$ cat src/rtl/udp_group_framer.sv
module udp_group_framer #(
  parameter int DATA_W = 64,
  parameter int CNT_W  = 32,
  parameter int IP_W   = 32,
  parameter int PORT_W = 16,
  parameter int BEATS  = 256,
  parameter int DESTS  = 16
) (
  input  logic                  clk,
  input  logic                  rst_n,
  input  logic [DATA_W-1:0]     in_data,
  input  logic                  in_valid,
  input  logic [CNT_W-1:0]      spec_count,
  input  logic [DESTS*IP_W-1:0] dest_table,
  input  logic [PORT_W-1:0]     udp_port,
  output logic [2*DATA_W-1:0]   tx_data,
  output logic [1:0]            tx_valid,
  output logic [1:0]            tx_end_of_frame,
  output logic [2*IP_W-1:0]     tx_dest_ip,
  output logic [PORT_W-1:0]     tx_dest_port
);
  localparam int WC_W  = $clog2(BEATS);
  localparam int DI_W  = (DESTS > 1) ? $clog2(DESTS) : 1;
  localparam int LANES = 2;

  logic [WC_W:0]   pos;
  logic [DI_W-1:0] dest_idx;

  wire             lane_sel  = pos[WC_W];
  wire [WC_W-1:0]  wcnt      = pos[WC_W-1:0];
  wire             pkt_first = (wcnt == '0);
  wire             pkt_last  = (wcnt == WC_W'(BEATS-1));

  always_ff @(posedge clk) begin
    if (!rst_n) begin
      pos      <= '0;
      dest_idx <= '0;
    end else if (in_valid) begin
      pos <= pos + 1'b1;
      if (pkt_last)
        dest_idx <= (dest_idx == DI_W'(DESTS-1)) ? '0 : dest_idx + 1'b1;
    end
  end

  assign tx_dest_port = udp_port;

  for (genvar l = 0; l < LANES; l++) begin : g_lane
    wire acc   = in_valid && (lane_sel == 1'(l));
    wire start = acc && pkt_first;

    logic [DATA_W-1:0] held_q, out_q;
    logic              held_v, held_last, out_v, out_eof;
    logic [IP_W-1:0]   ip_q;

    always_ff @(posedge clk) begin
      if (!rst_n) begin
        held_q    <= '0;
        held_v    <= 1'b0;
        held_last <= 1'b0;
        out_q     <= '0;
        out_v     <= 1'b0;
        out_eof   <= 1'b0;
        ip_q      <= '0;
      end else begin
        if (start) begin
          out_q   <= DATA_W'(spec_count);
          out_v   <= 1'b1;
          out_eof <= 1'b0;
          ip_q    <= dest_table[dest_idx*IP_W +: IP_W];
        end else begin
          out_q   <= held_q;
          out_v   <= held_v;
          out_eof <= held_v && held_last;
        end
        held_v    <= acc;
        held_last <= acc && pkt_last;
        if (acc) held_q <= in_data;
      end
    end

    assign tx_data[l*DATA_W +: DATA_W] = out_q;
    assign tx_valid[l]                 = out_v;
    assign tx_end_of_frame[l]          = out_eof;
    assign tx_dest_ip[l*IP_W +: IP_W]  = ip_q;

    logic [WC_W:0] nbeat;
    always_ff @(posedge clk) begin
      if (!rst_n)                nbeat <= '0;
      else if (tx_valid[l])      nbeat <= tx_end_of_frame[l] ? '0 : nbeat + 1'b1;
    end

    assert_frame_len_R4: assert property (@(posedge clk) disable iff (!rst_n)
      (tx_valid[l] && tx_end_of_frame[l]) |-> (nbeat == (WC_W+1)'(BEATS)));

    assert_eof_valid_R5: assert property (@(posedge clk) disable iff (!rst_n)
      tx_end_of_frame[l] |-> tx_valid[l]);

    assert_eof_pulse_R5: assert property (@(posedge clk) disable iff (!rst_n)
      tx_end_of_frame[l] |=> !tx_end_of_frame[l]);

    assert_ip_stable_R7: assert property (@(posedge clk) disable iff (!rst_n)
      (tx_valid[l] && !tx_end_of_frame[l]) |=> $stable(tx_dest_ip[l*IP_W +: IP_W]));
  end

endmodule

$ cat config.mk
export PLATFORM = sky130hd
export DESIGN_NAME = udp_group_framer
export DESIGN_NICKNAME = d
export VERILOG_FILES = /design/src/rtl/udp_group_framer.sv
export SDC_FILE = /design/constraint.sdc
export NUM_CORES = 1
export LEC_CHECK = 0
export BUFFER_PORTS_ARGS = -buffer_cell sky130_fd_sc_hd__clkbuf_2
export CAP_MARGIN = 15
export CELL_PAD_IN_SITES_DETAIL_PLACEMENT = 1
export CELL_PAD_IN_SITES_GLOBAL_PLACEMENT = 2
export CORE_AREA = 3 3 324 326
export CTS_BUF_LIST = sky130_fd_sc_hd__clkbuf_4 sky130_fd_sc_hd__clkbuf_8
export DETAILED_ROUTE_END_ITERATION = 10
export DIE_AREA = 0 0 327 329
export GPL_TIMING_DRIVEN = 0
export PLACE_DENSITY = 0.64
export SETUP_SLACK_MARGIN = 0.1
export SLEW_MARGIN = 10
export SYNTH_ARGS = -nofsm -noshare
export SYNTH_HDL_FRONTEND = slang
export SYNTH_SLANG_ARGS = --single-unit
$ cat constraint.sdc
create_clock -name clk -period 2.1 [get_ports clk]
set_input_delay 0.42 -clock clk [delete_from_list [all_inputs] [get_ports clk]]
set_output_delay 0.42 -clock clk [all_outputs]
set_load 0.01 [all_outputs]
==> metrics.txt, run 1 <==
critical register-to-register path endpoint=g_lane[1].ip_q[22]$_SDFFE_PN0P_; Overflow after GRT=0; I/O pins=839; unrepaired setup endpoints after global routing=yes; dpl hpwl=88300 µm; Reg power frac=40.7%; Max-slew headroom=30.0%; area delta synth->final=68.0%; Reg-to-Reg Start=pos[0]$_SDFFE_PN0P_; Tot Pwr=16.6 mW; Initial Utilization=15.0%; Syn Nets=1999; violated checks=setup timing; First-pass DRT Iterations=4; layout cells sized above 1=54.4%; first-pass GRT wire length=142000 µm; Root Buffer=clkbuf_8; worst path arrival time=2810 ps; max-capacitance violation count=0; Worst-path clk slew=60 ps; most common library cells after synthesis=dfxtp_1, nand2_1, a21boi_0, a22o_1, mux4_2; post-synthesis cell area=0.0153 mm²; R2R Setup Slk=-110 ps; fmax=453 MHz; critical path required time=2700 ps; Post-Syn Area per Cell=11.2 µm²; clk sink count=341; Lkg Pwr=11.1 nW; element type at the critical path start=register; ys async rst share=0%; Antenna Violating Nets Remaining=0; core area=0.102 mm²; Layout Nets=3035; critical path capture point=g_lane[1].ip_q[22]$_SDFFE_PN0P_; Die Span Y=329 µm; most used cell, CP=buf_12; initial antenna violation count=42; NetSw=4.52 mW; worst path cell trace=inv_2, ha_4, or4b_4, nor4_4, buf_6, buf_6, and3_4, buf_12, buf_12, buf_12, a22o_1; vias in the first global route=17000; grt met3 use=5.71%; Post-synth top flop=dfxtp_1; setup violators final=108; reg2reg path depth=11; DR iter-0 viols=746; post-synthesis register bit count=341; largest net degree at the start of global routing=11; routing usage on met2=34.5%; TritonCTS buffer count=68; CP Capture Type=register; Power Dens Cells=647 mW/mm²; area leader, netlist=dfxtp_1; clock latency on the worst-skew pair=670 ps; Final GP Congestion=0.922; GR Layer Usage met1=21.5%; Die ar.=0.108 mm²; gr usage total=19.1%; Final Hold Fails=0; Port Buffer Count=820; Via density=4.06; drt wl/cell=27.9 µm; Synth area leaders=dfxtp_1, mux4_2, a22o_1; Hold Path Depth=3; num rows=117; final setup margin=-108 ps; Die X=327 µm; Logic pwr share=14.7%; Critical Path Stages=11; Min Clock Period, post-route=2210 ps; Slew @ Worst Pin=1050 ps; final WL=107000 µm; cells after synthesis=1369; VDD IR max=0.302 mV; H-tree Lvls=3; period utilisation layout=105%; Yosys warning count=0; busiest grt layer=met2; worst path bufs/invs=6; routed vias=15600; CTS tree=built; CP max FO=5; sequential fraction of the synthesis area=44.6%; Max Transition Viols Final=0; Final TNS setup=-5950 ps; critical path startpoint=pos[0]$_SDFFE_PN0P_; CTS max path bufs=3; CP top delay family=simple AND/OR/NAND/NOR gates; final core utilization=25.2%; CP peak stage delay=470 ps; Clk pwr share=44.6%; Pint=12.1 mW; Synth cell types=36; CP Class=reg -> reg; Synth top area share=44.6%; HP Class=in -> reg; status=finished with violations; Critical-path top delay cell=or4b_4; clk_skew=42.2 ps; Net Sw Frac=27.2%; DRC=0; count leader, synth=dfxtp_1; Post-synth EDFFs=0
how the worst min path moves through the flow:
stage,from,to
floorplan,g_lane[0].held_last$_SDFF_PN0_,g_lane[0].out_eof$_SDFF_PP0_
global placement,g_lane[0].held_last$_SDFF_PN0_,g_lane[0].out_eof$_SDFF_PP0_
detailed placement,g_lane[0].held_last$_SDFF_PN0_,g_lane[0].out_eof$_SDFF_PP0_
CTS,in_valid,pos[1]$_SDFFE_PN0P_
global route,in_valid,pos[1]$_SDFFE_PN0P_
finish,in_valid,pos[1]$_SDFFE_PN0P_
cells in the final DEF (no fill, tap or decap), types with 7 or more instances in the layout:
| cell | n |
|---|---|
| a21boi_0 | 130 |
| a22o_1 | 126 |
| and2_1 | 17 |
| and2_4 | 57 |
| buf_12 | 30 |
| buf_2 | 7 |
| buf_4 | 42 |
| buf_6 | 12 |
| buf_8 | 21 |
| clkbuf_1 | 33 |
| clkbuf_16 | 17 |
| clkbuf_2 | 837 |
| clkbuf_4 | 20 |
| clkbuf_8 | 87 |
| clkinv_2 | 9 |
| dfxtp_1 | 336 |
| diode_2 | 17 |
| dlygate4sd3_1 | 96 |
| mux2i_1 | 61 |
| mux2i_2 | 16 |
| mux2i_4 | 21 |
| mux4_2 | 126 |
| nand2_1 | 265 |
| nand3_1 | 8 |
per-stage QoR:
stage          setup slack (ps)  instance area, µm²  hold slack [ps]  cells
2_1_floorplan              93.4               15300              410   1369
3_3_place_gp              -1920               21200              435   3557
3_5_place_dp              -1920               21200              433   3557
4_1_cts                    -220               25500              225   3819
5_1_grt                    -193               25700              319   3831
6_report                   -108               25700              297   3838
power groups by stage:
stage	registers (mW)	clock network, mW	logic (mW)
6_report	6.77	7.41	2.45
5_1_grt	6.78	8.01	2.62
4_1_cts	6.77	7.71	2.47
3_5_place_dp	6.91	0	1.94
3_3_place_gp	6.90	0	1.93
2_1_floorplan	6.93	0	0.650
state kept, by name, indices dropped and copies added (netlist names):
name / flops
dest_idx: 4
g_lane.held_v: 2
g_lane.out_eof: 2
g_lane.out_q: 128
g_lane.held_last: 2
g_lane.out_v: 2
g_lane.ip_q: 64
pos: 9
g_lane.held_q: 128
worst min-delay path: stages:
cell      delay, ps
clkbuf_1        220
mux2i_1         210
nor2b_1          60
layout make-up:
type,instances,area [µm²]
Clock buffer,100,1270
Antenna cell,17,42.5
Buffer,142,1490
Sequential cell,341,6840
Clock inverter,18,179
Fill cell,11900,76300
Timing Repair Buffer,968,5850
Inverter,5,18.8
Tap cell,1368,1710
Multi-Input combinational cell,879,8320
logic make-up (layout without fill, tap and decap cells):
kind of cell	count (synthesis)	after routing	synth area share [%]
xor gates and xnor gates	8	8	0.458
adders and majority gates	3	3	0.245
and+or+nand+nor	372	372	10.9
other	0	17	0
DFF	341	341	44.6
AOI/OAI and AO/OA	272	272	14.3
muxes	224	224	24.9
buffers and inverters	149	1233	4.49
what timing repair did:
action                                  CTS  global route
hold buffers                             96             0
setup buffers                            37             2
endpoints found under the setup margin  286           212
endpoints found under the hold margin   188             0
gates cloned                             12             4
resized for setup                       342            53
pin swaps                                58            52
per-layer routing:
layer / up-vias / part of all wire [%]
met5: - / 0.13
met3: 148 / 6.8
met2: 588 / 51
met4: 22 / 3.1
li1: 7066 / -
met1: 7748 / 39
(Power assumes the default switching activity.)
==> inputs of run 2 (changes only) <==
--- a/config.mk
+++ b/config.mk
@@ -5,16 +5,17 @@
 export SDC_FILE = /design/constraint.sdc
 export NUM_CORES = 1
 export LEC_CHECK = 0
+export ABC_AREA = 1
 export BUFFER_PORTS_ARGS = -buffer_cell sky130_fd_sc_hd__clkbuf_2
-export CAP_MARGIN = 15
+export CAP_MARGIN = 30
 export CELL_PAD_IN_SITES_DETAIL_PLACEMENT = 1
 export CELL_PAD_IN_SITES_GLOBAL_PLACEMENT = 2
-export CORE_AREA = 3 3 324 326
+export CORE_AREA = 3 3 325 327
 export CTS_BUF_LIST = sky130_fd_sc_hd__clkbuf_4 sky130_fd_sc_hd__clkbuf_8
 export DETAILED_ROUTE_END_ITERATION = 10
-export DIE_AREA = 0 0 327 329
+export DIE_AREA = 0 0 328 330
 export GPL_TIMING_DRIVEN = 0
-export PLACE_DENSITY = 0.64
+export PLACE_DENSITY = 0.78
 export SETUP_SLACK_MARGIN = 0.1
 export SLEW_MARGIN = 10
 export SYNTH_ARGS = -nofsm -noshare
==> metrics.txt, run 2 <==
clk sink count=341 (unchanged); CP Capture Type=register; Min Clock Period, post-route=1970 ps (-238 ps); Synth area leaders=dfxtp_1, nand2_1, nand3_1; clk_skew=28.4 ps (-13.8 ps); largest net degree at the start of global routing=17 (+6); DRC=0 (unchanged); post-synthesis cell area=0.0181 mm² (+18%); Overflow after GRT=0 (unchanged); First-pass DRT Iterations=5 (+1); Syn Nets=3678 (+84%); Area after DPL=0.0240 mm² (+13%); Initial Utilization=17.5% (+2.5 points); Synth cell types=25 (-31%); area delta synth->final=48.8%; H-tree Lvls=2 (-1); most frequent cells in the layout=nand2_1, clkbuf_2, inv_1; final core utilization=26.1% (+0.86 points); Logic pwr share=15.7% (+1.0 points); Lkg Pwr=15.2 nW (+37%); Max Transition Viols Final=0 (unchanged); Reg power frac=44.7% (+4.0 points); WHS=81.1 ps (-216 ps); most common library cells after synthesis=nand2_1, inv_1, nand3_1, dfxtp_1, nor2_1; Die X=328 µm (+0.31%); Synth Area in Adders=0.208% (-0.038 points); drt wl/cell=21.0 µm (-25%); Net Sw Frac=28.3% (+1.1 points); Post-synth EDFFs=0 (unchanged); CP Class=reg -> reg; Slew @ Worst Pin=825 ps (-226 ps); sequential fraction of the synthesis area=37.8% (-6.8 points); Die ar.=0.108 mm² (+0.61%); first-pass GRT wire length=160000 µm (+13%); CTS max path bufs=3 (unchanged); Final GP Congestion=0.862 (-6.5%); post-synthesis register bit count=341 (unchanged); most common cell after layout, fill and taps aside=nand2_1; Critical-path top delay cell=dfxtp_1; Synth top area share=37.8% (-6.8 points); period utilisation layout=93.8% (-11 points); area leader, netlist=dfxtp_1; CP top delay family=simple AND/OR/NAND/NOR gates; critical path required time=2630 ps (-70 ps); vias in the first global route=23700 (+39%); CTS tree=built; Yosys warning count=0 (unchanged); largest registers=g_lane.held_q x128, g_lane.out_q x128, g_lane.ip_q x64; CP max FO=10 (+5); gr usage total=20.3% (+1.2 points); Antenna Violating Nets Remaining=0 (unchanged); post-synthesis mux area share=0% (-25 points); Clk pwr share=39.6% (-5.0 points); dpl hpwl=95700 µm (+8.3%); routed vias=22500 (+44%); element type at the critical path start=register; Die Span Y=330 µm (+0.30%); Port Buffer Count=821 (+0.12%); Synth Area in XOR/XNOR=0.0484% (-0.41 points); worst path cell trace=inv_1, ha_1, nor3b_4, nand3_2, buf_4, clkbuf_2, nand3_1, nand2_1; initial antenna violation count=12 (-71%); Via density=4.14 (+2.0%); layout cells sized above 1=29.1% (-25 points); Final Hold Fails=0 (unchanged); VDD IR max=0.402 mV (+33%); max-capacitance violation count=0 (unchanged); Max-slew headroom=45.0% (+15 points); unrepaired setup endpoints after global routing=yes; ys async rst share=0% (unchanged); core area=0.103 mm² (+1.1%); I/O pins=839 (unchanged); count leader, synth=nand2_1; clock latency on the worst-skew pair=660 ps (about the same); fmax=508 MHz (+12%); setup violators final=0 (-100%); Power Dens Cells=564 mW/mm² (-13%); num rows=118 (+0.85%); Compound-Gate Fraction of Synth Area=5.90% (-8.4 points); worst path bufs/invs=3 (-3); Pint=10.9 mW (-10%); Worst-path clk slew=60 ps (about the same); Layout Nets=4642 (+53%); DR iter-0 viols=1025 (+37%); status=finished clean; simple-gate share of the synthesized area=39.1% (+28 points); Final Cell Area=0.0269 mm² (+4.6%); worst path arrival time=2500 ps (-310 ps); largest family of logic cells by synthesized area=simple AND/OR/NAND/NOR gates; Post-Syn Area per Cell=5.93 µm² (-47%); HP Class=in -> reg; cells after synthesis=3048 (+120%); final WL=114000 µm (+6.9%); NetSw=4.29 mW (-5.2%); Root Buffer=clkbuf_8; CP peak stage delay=330 ps (-140 ps); R2R Setup Slk=130 ps (+240 ps); TritonCTS buffer count=55 (-19%); Post-synth top flop=dfxtp_1
==> run 2: changes by cell type after synthesis, moves of 130 or more <==
cell and delta:
nand2_1 +778, nand3_1 +448, inv_1 +558, a21boi_0 -130, o21ai_0 +131, nor2_1 +198
==> run 2: cell type report <==
cell class	count	area, µm²
Antenna cell	13	32.5
Buffer	208	1390
Clock buffer	79	962
Clock inverter	12	141
Fill cell	13400	76300
Inverter	568	2150
Multi-Input combinational cell	1930	8680
Sequential cell	341	6830
Tap cell	1380	1730
Timing Repair Buffer	908	4980
==> run 2: path summary, 6_finish.rpt <==
kind	depth (start not counted)	startpoint	endpoint
worst max-delay path	8	pos[1]$_SDFFE_PN0P_	g_lane[1].out_q[6]$_SDFF_PN0_
worst min-delay path	3	in_data[43]	g_lane[0].held_q[43]$_SDFFE_PN0P_
worst max register to register	8	pos[1]$_SDFFE_PN0P_	g_lane[1].out_q[6]$_SDFF_PN0_
worst min register to register	2	g_lane[1].held_last$_SDFF_PN0_	g_lane[1].out_eof$_SDFF_PP0_
==> run 2: per-stage QoR <==
step	setup TNS [ps]	cells	setup slack, ps	power (mW)
CTS	0	5420	23.0	15.4
global route	0	5436	35.5	16.0
finish	0	5439	130	15.2
floorplan	0	3048	499	7.80
detailed placement	-137560	5254	-1330	9.13
global placement	-138460	5249	-1370	9.10
==> run 2: logic make-up after synthesis <==
group,Yosys count
AND/OR/NAND/NOR,1714
XOR/XNOR,1
flip-flops,341
buffers and inverters,777
adder cells (fa/ha/maj),3
AO/OA/AOI/OAI,212
==> run 2: worst reg2reg max path, stage by stage (launching register included) <==
cell and delay [ps]:
dfxtp_1 330, inv_1 80, ha_1 190, nor3b_4 250, nand3_2 230, buf_4 280, clkbuf_2 220, nand3_1 170
nand2_1 110
==> run 2: what timing repair did <==
| item | CTS | global route |
|---|---|---|
| hold buffers | 69 | 0 |
| pin swaps | 8 | 3 |
| gates cloned | 0 | 0 |
| setup endpoints to repair | 243 | 169 |
| gates resized for setup | 278 | 78 |
| setup buffers | 6 | 7 |
| endpoints found under the hold margin | 119 | 0 |
==> run 2: power groups by stage <==
| stage | logic, mW | clock network (mW) | registers [mW] |
|---|---|---|---|
| 6_report | 2.38 | 6.01 | 6.78 |
| 5_1_grt | 2.66 | 6.55 | 6.80 |
| 4_1_cts | 2.39 | 6.25 | 6.78 |
| 3_5_place_dp | 2.21 | 0 | 6.92 |
| 3_3_place_gp | 2.18 | 0 | 6.91 |
| 2_1_floorplan | 0.841 | 0 | 6.96 |
==> run 2: routing by layer <==
metal | part of all wire, % | GRT usage (%) | routed length (µm)
met3 | 5.7 | 3.99 | 6500
met4 | 1.9 | 4.52 | 2200
met2 | 47 | 34.3 | 53900
met1 | 45 | 26.7 | 51800
met5 | 0.011 | 0 | 13
